<file path="src/rtl/refdiv_pkg.sv">
// Shared types and helpers for the reference-divided test clock block.
// Assumes: nothing beyond IEEE 1800-2017 packages.
package refdiv_pkg;

    // Mode bits captured while reset is held
    typedef struct packed {
        logic test_on;      // outputs derived from reference
        logic hiz_on;       // output enables forced low
        logic bus_quarter;  // bus group at /4 (else /3)
    } refdiv_mode_t;

    // Index of each shared divider instance
    localparam int NUM_DIV     = 3;
    localparam int IDX_HALF    = 0;
    localparam int IDX_QUARTER = 1;
    localparam int IDX_THIRD   = 2;

    // Picks the ratio for a divider slot
    function automatic int pick_ratio(input int idx, input int r_half,
                                      input int r_quarter, input int r_third);
        case (idx)
            IDX_HALF:    return r_half;
            IDX_QUARTER: return r_quarter;
            default:     return r_third;
        endcase
    endfunction

endpackage

</file>
<file path="src/rtl/refdiv_mode_latch.sv">
// Captures the mode inputs while reset is held and freezes them after.
// Assumes: rst_n is synchronous to clk and held for at least one edge.
module refdiv_mode_latch
    import refdiv_pkg::*;
(
    input  logic         clk,
    input  logic         rst_n,
    input  logic         test_en,
    input  logic         tri_en,
    input  logic         bus_sel,
    output refdiv_mode_t mode_q
);

    // Sample the requests only during reset; hold them otherwise
    always_ff @(posedge clk) begin
        if (!rst_n) begin
            mode_q.test_on     <= test_en;
            mode_q.hiz_on      <= tri_en;
            mode_q.bus_quarter <= bus_sel;
        end
    end

    AST_MODE_FROZEN: assert property (@(posedge clk) disable iff (!rst_n)
        $past(rst_n) |-> $stable(mode_q));

endmodule

</file>
<file path="src/rtl/refdiv_divider.sv">
// Integer clock divider: output high for RATIO/2 cycles, low for the rest.
// Assumes: RATIO >= 2; reset is synchronous and active low. Leaves reset
// so that the output rises on the first edge after release.
module refdiv_divider #(
    parameter int RATIO = 2
) (
    input  logic clk,
    input  logic rst_n,
    output logic div_q
);

    localparam int CW     = $clog2(RATIO);
    localparam int HIGH_N = RATIO / 2;
    localparam logic [CW-1:0] LAST = CW'(RATIO - 1);

    logic [CW-1:0] cnt_q;
    logic [CW-1:0] cnt_nxt;

    // Next count value with wrap at the last phase
    always_comb begin
        cnt_nxt = (cnt_q == LAST) ? '0 : cnt_q + 1'b1;
    end

    // Phase counter and registered output; reset parks on the last phase
    always_ff @(posedge clk) begin
        if (!rst_n) begin
            cnt_q <= LAST;
            div_q <= 1'b0;
        end else begin
            cnt_q <= cnt_nxt;
            div_q <= (cnt_nxt < CW'(HIGH_N));
        end
    end

    AST_DIV_RESTART_HIGH: assert property (@(posedge clk) disable iff (!rst_n)
        (cnt_q == LAST) |=> div_q);

endmodule

</file>
<file path="src/rtl/refdiv_out_mux.sv">
// Selects each output net between its divided test clock and its
// normal-mode clock, and drives the output enables.
// Assumes: mode is static after reset, so the selects never move while
// clocks run.
module refdiv_out_mux
    import refdiv_pkg::*;
(
    input  logic         ref_clk,
    input  refdiv_mode_t mode_q,
    input  logic         div_half,
    input  logic         div_quarter,
    input  logic         div_third,
    input  logic         nrm_ref_clk,
    input  logic         nrm_usb_clk,
    input  logic         nrm_low_clk,
    input  logic         nrm_cpu_clk,
    input  logic         nrm_bus_clk,
    output logic [4:0]   clk_out,
    output logic [4:0]   oe_out
);

    logic bus_test;

    // Bus group rate choice in test mode
    always_comb begin
        bus_test = mode_q.bus_quarter ? div_quarter : div_third;
    end

    // Per-net source select: order is ref, usb, low, cpu, bus (bit 4..0)
    always_comb begin
        if (mode_q.test_on) begin
            clk_out = {ref_clk, div_half, div_quarter, div_half, bus_test};
        end else begin
            clk_out = {nrm_ref_clk, nrm_usb_clk, nrm_low_clk,
                       nrm_cpu_clk, nrm_bus_clk};
        end
    end

    // Output enables follow the latched disable request
    always_comb begin
        oe_out = {5{~mode_q.hiz_on}};
    end

endmodule

</file>
<file path="src/rtl/refdiv_test_clocks.sv">
// Top: test-mode reference clock dividers with normal-mode bypass.
// Assumes: ref_clk is the crystal/tester reference; the nrm_* clocks come
// from the synthesizer; rst_n is synchronous to ref_clk.
module refdiv_test_clocks
    import refdiv_pkg::*;
#(
    parameter int RATIO_HALF    = 2,
    parameter int RATIO_QUARTER = 4,
    parameter int RATIO_THIRD   = 3
) (
    input  logic ref_clk,
    input  logic rst_n,
    input  logic test_en,
    input  logic tri_en,
    input  logic bus_sel,
    input  logic nrm_ref_clk,
    input  logic nrm_usb_clk,
    input  logic nrm_low_clk,
    input  logic nrm_cpu_clk,
    input  logic nrm_bus_clk,
    output logic ref_out,
    output logic ref_oe,
    output logic usb_out,
    output logic usb_oe,
    output logic low_out,
    output logic low_oe,
    output logic cpu_out,
    output logic cpu_oe,
    output logic bus_out,
    output logic bus_oe
);

    refdiv_mode_t       mode_q;
    logic [NUM_DIV-1:0] div_q;
    logic [4:0]         clk_out;
    logic [4:0]         oe_out;

    refdiv_mode_latch u_mode (
        .clk     (ref_clk),
        .rst_n   (rst_n),
        .test_en (test_en),
        .tri_en  (tri_en),
        .bus_sel (bus_sel),
        .mode_q  (mode_q)
    );

    // One shared divider per distinct ratio, all reset together
    for (genvar g = 0; g < NUM_DIV; g++) begin : g_div
        refdiv_divider #(
            .RATIO (pick_ratio(g, RATIO_HALF, RATIO_QUARTER, RATIO_THIRD))
        ) u_div (
            .clk   (ref_clk),
            .rst_n (rst_n),
            .div_q (div_q[g])
        );
    end

    refdiv_out_mux u_mux (
        .ref_clk     (ref_clk),
        .mode_q      (mode_q),
        .div_half    (div_q[IDX_HALF]),
        .div_quarter (div_q[IDX_QUARTER]),
        .div_third   (div_q[IDX_THIRD]),
        .nrm_ref_clk (nrm_ref_clk),
        .nrm_usb_clk (nrm_usb_clk),
        .nrm_low_clk (nrm_low_clk),
        .nrm_cpu_clk (nrm_cpu_clk),
        .nrm_bus_clk (nrm_bus_clk),
        .clk_out     (clk_out),
        .oe_out      (oe_out)
    );

    // Unpack the mux bundle onto the named ports
    always_comb begin
        {ref_out, usb_out, low_out, cpu_out, bus_out} = clk_out;
        {ref_oe,  usb_oe,  low_oe,  cpu_oe,  bus_oe}  = oe_out;
    end

    AST_HALF_TOGGLES: assert property (@(posedge ref_clk) disable iff (!rst_n)
        $past(rst_n) |-> (div_q[IDX_HALF] != $past(div_q[IDX_HALF])));
    AST_QUARTER_ON_HALF: assert property (@(posedge ref_clk) disable iff (!rst_n)
        $rose(div_q[IDX_QUARTER]) |-> $rose(div_q[IDX_HALF]));
    AST_THIRD_ONE_HIGH: assert property (@(posedge ref_clk) disable iff (!rst_n)
        $rose(div_q[IDX_THIRD]) |=> !div_q[IDX_THIRD]);
    AST_THIRD_TWO_LOW: assert property (@(posedge ref_clk) disable iff (!rst_n)
        $fell(div_q[IDX_THIRD]) |=> !div_q[IDX_THIRD]);

endmodule

</file>
<file path="config.mk">
export PLATFORM = sky130hd
export DESIGN_NAME = refdiv_test_clocks
export DESIGN_NICKNAME = d
export VERILOG_FILES = /design/src/rtl/refdiv_pkg.sv /design/src/rtl/refdiv_mode_latch.sv /design/src/rtl/refdiv_divider.sv /design/src/rtl/refdiv_out_mux.sv /design/src/rtl/refdiv_test_clocks.sv
export SDC_FILE = /design/constraint.sdc
export NUM_CORES = 1
export LEC_CHECK = 0
export BUFFER_PORTS_ARGS = -buffer_cell sky130_fd_sc_hd__buf_4
export CAP_MARGIN = 20
export CORE_AREA = 4 4 41 43
export DETAILED_ROUTE_END_ITERATION = 12
export DIE_AREA = 0 0 45 47
export GPL_TIMING_DRIVEN = 0
export PLACE_DENSITY = 0.64
export SYNTH_ARGS = -nofsm -noshare
export SYNTH_HDL_FRONTEND = slang
export SYNTH_SLANG_ARGS = --single-unit
</file>
<file path="constraint.sdc">
create_clock -name ref_clk -period 1.3 [get_ports ref_clk]
set_clock_uncertainty 0.2 [all_clocks]
set_input_delay 0.13 -clock ref_clk [delete_from_list [all_inputs] [get_ports ref_clk]]
set_output_delay 0.13 -clock ref_clk [all_outputs]
set_load 0.02 [all_outputs]
</file>
# --- After elaboration in Yosys (flattened, before gate mapping) ---
# Index checks and enable logic that the tools add are counted.
# Widths: inputs -> output; s select.
classes:
  n_addsub: 3
  n_lt_le_gt_ge: 3
  eq_ne: 2
  muxes: 5
  n_bitwise: 1
ops:
  columns: ["op", "count"]
  rows:
  - ["$mux 5", 1]
  - ["$add 2x1->2 const B", 2]
  - ["$eq 2x2->1 const B", 2]
  - ["$mux 2", 2]
  - ["$lt 2x1->1 const B", 1]
  - ["$lt 2x2->1 const B", 1]
  - ["$mux 1", 2]
  - ["$add 1x1->1 const B", 1]
  - ["$lt 1x1->1 const B", 1]
  - ["$not 1->1", 1]
totals:
  reg_bits: 11
  input_bits: 10
  output_inout_bits: 10
  elab_cells: 23

# --- Logic depth before layout (Yosys ltp) ---
depth:
  depth_word: 3
  mapped_depth: 3

# --- Modules after synthesis ---
# A second synthesis with hierarchy kept.
hier_totals:
  hier_cells: 37
  hier_area_um2: 417.9
modules_own_cells:
  columns: ["module", "instances", "cells_per_inst", "area_each_um2", "seq_area_each_um2"]
  rows:
  - ["refdiv_out_mux", 1, 15, 96.3, 0.0]
  - ["refdiv_mode_latch", 1, 4, 93.8, 90.1]
  - ["refdiv_divider (g_div[1].u_div)", 1, 7, 90.1, 60.1]
  - ["refdiv_divider (g_div[2].u_div)", 1, 7, 87.6, 60.1]
  - ["refdiv_divider (g_div[0].u_div)", 1, 4, 50.0, 40.0]

==> reports/results.ini <==
[status]
status=finished, violations left
violations=negative setup slack

[timing]
fin_ws_ns=-0.332
drv_slew=0
worstMarginPinSlew_ns=0.162
finalHoldViolCount=0
timing.hold.ws_ns=0.223
finalSetupViolCount=10
fmax_mhz=613
slew_headroom=0.889
rsz0062_at_grt=yes
final.setup.tns_ns=-2.03
period_minus_slack_ns=1.63
period_share=1.26

[global_route]
grt_max_degree=7
grtUsageTotal=0.100
grt_pass1_wl_mm=1.34
grt_remaining_overflow=0
antenna_found_initial=0
grt_pass1_vias=353

[yosys]
synthesis.nets=48
syn_area_sq_um=408
synth_cells=37
yosys_warnings=0
ys_types=14
seq_area_frac_synth=0.613
postSynthAreaPerCell_sq_um=11.0
ys_ff_latch=11

[finish]
diodes=0
mostFrequentLayoutCell=buf_6
fillers=121
area_growth_pct=84.4
nNetsFinal=80
final_cell_area_sq_um=752
multi_input_area_sq_um=135
final_cell_mix=buf_6 (14), buf_4 (10), dfxtp_1 (8), inv_1 (6), clkbuf_4 (6)
seq_area_sq_um=250
utilization=0.578
drive_above_1_share=0.559

[worst_setup_path]
required_ns=0.97
r2r-end=g_div[1].u_div.cnt_q[1]$_SDFF_PN1_
cp.arrival_ns=1.30
critPathLaunch=u_mode.mode_q[2]$_DFFE_PN_
r2r-start=g_div[1].u_div.cnt_q[0]$_SDFF_PN1_
path_max_fanout=3
endpoint=low_out
reg2reg_setup_slack_ns=0.24
path_class=flip-flop to output pin
crit_path_start_kind=flip-flop
cp-end-kind=output pin
reg2reg_depth=2

[drt]
drt_iter0_drc=3
drt-met1-wl_microns=274
wirelength_microns=829
drt-vias-per-instance=4.17
drt-pass1-iter-count=4
drcViolationCount=0
met2_wirelength_microns=440
final_antenna_net_count=0
vias=346
maxUsedRoutingLayer=met3
met3WireLength_microns=115
wl_per_cell_microns=9.99

[floorplanning]
die_height_microns=47
ios=20
core-area_sq_um=1300
dieArea_sq_um=2120
start_util=0.313
rows=13
die_width_microns=45

[clocking]
cts_tree=built
clock_latency_ns=0.37
path_clk_slew_ns=0.07

[power_and_ir_drop]
leakagePower_nw=0.367
ir_drop_uv=651
cellPowerDensity_nw_per_um2=1400
fin_total_pwr_mw=1.05

[placed_design]
dp_hpwl_microns=558
routabilityCongestion=0.648
dpl_cell_area_sq_um=569
io_buffers=19

[job]
maxCapViolCount=0

[worst_hold_path]
hold_path.class=flip-flop to flip-flop

==> cell type report <==
class / count / share of cell area
flip-flops and latches: 11 / 0.333
well taps: 15 / 0.0250
inverters: 7 / 0.0349
plain buffers: 4 / 0.0599
multi-input cells: 15 / 0.180
repair buffers: 23 / 0.288
clock buffers: 8 / 0.0799
==> stage by stage <==
stage	worst slack [ns]	instances
after floorplan	0.00174	37
after global placement	-0.0725	71
after detailed placement	-0.0725	71
after CTS	-0.347	83
after global routing	-0.406	83
final	-0.332	83
==> how the worst min path moves through the flow <==
stage | startpoint | end | slack (ns) | cells past startpoint
finish | g_div[2].u_div.cnt_q[0]$_SDFF_PN0_ | g_div[2].u_div.cnt_q[0]$_SDFF_PN0_ | 0.22 | 1
global route | g_div[2].u_div.cnt_q[0]$_SDFF_PN0_ | g_div[2].u_div.cnt_q[0]$_SDFF_PN0_ | 0.25 | 1
CTS | g_div[2].u_div.cnt_q[0]$_SDFF_PN0_ | g_div[2].u_div.cnt_q[0]$_SDFF_PN0_ | 0.22 | 1
detailed placement | tri_en | u_mode.mode_q[1]$_DFFE_PN_ | 0.11 | 1
global placement | tri_en | u_mode.mode_q[1]$_DFFE_PN_ | 0.11 | 1
floorplan | rst_n | g_div[1].u_div.cnt_q[0]$_SDFF_PN1_ | 0.006 | 1
==> power by group <==
group          switching, mW  total (mW)  internal, mW
Combinational         0.0909       0.212         0.121
Clock                  0.165       0.442         0.277
Sequential            0.0155       0.400         0.384
Total                  0.271        1.05         0.782
==> metal layers <==
layer / global-route usage / vias up
li1: - / 175
met4: 0.0994 / 0
met5: 0 / -
met2: 0.147 / 19
met1: 0.0837 / 152
met3: 0.0805 / 0
==> synth_stat cells <==
| library cell | instances | area, sq um |
|---|---|---|
| dfxtp_1 | 8 | 160 |
| inv_1 | 7 | 26.3 |
| buf_4 | 4 | 30.0 |
| o21ai_0 | 4 | 20.0 |
| edfxtp_1 | 3 | 90.1 |
| and2_1 | 2 | 12.5 |
| mux2_2 | 2 | 22.5 |
| a21oi_1 | 1 | 5.00 |
| ha_1 | 1 | 12.5 |
| mux2i_1 | 1 | 10.0 |
| nand2_1 | 1 | 3.75 |
| nand2b_1 | 1 | 6.26 |
| nor2_1 | 1 | 3.75 |
| nor3_1 | 1 | 5.00 |
==> cell families (layout without fill, tap and decap cells) <==
kind of cell,count (synthesis),count (layout),share of synthesized area
muxes,3,3,0.0798
and+or+nand+nor,6,6,0.0767
DFF,11,11,0.613
AOI/OAI and AO/OA,5,5,0.0613
buffers and inverters,11,42,0.138
adders and majority gates,1,1,0.0307
==> state kept, by name, summed over array words and instances, names as in the netlist <==
name and count:
g_div.u_div.cnt_q 5, g_div.u_div.div_q 3, u_mode.mode_q 3
==> worst max-delay path: stages (launching register included) <==
cell,delay (ns)
edfxtp_1,0.47
mux2_4,0.34
buf_6,0.13
==> timing repair <==
action,in CTS,in global routing
setup buffers,1,0
hold endpoints to repair,14,0
setup endpoints to repair,10,10
gates resized for setup,19,7
pin swaps,2,0
hold buffers,4,0
cloned,0,0
Note: power is estimated with default switching activity, not from simulation.
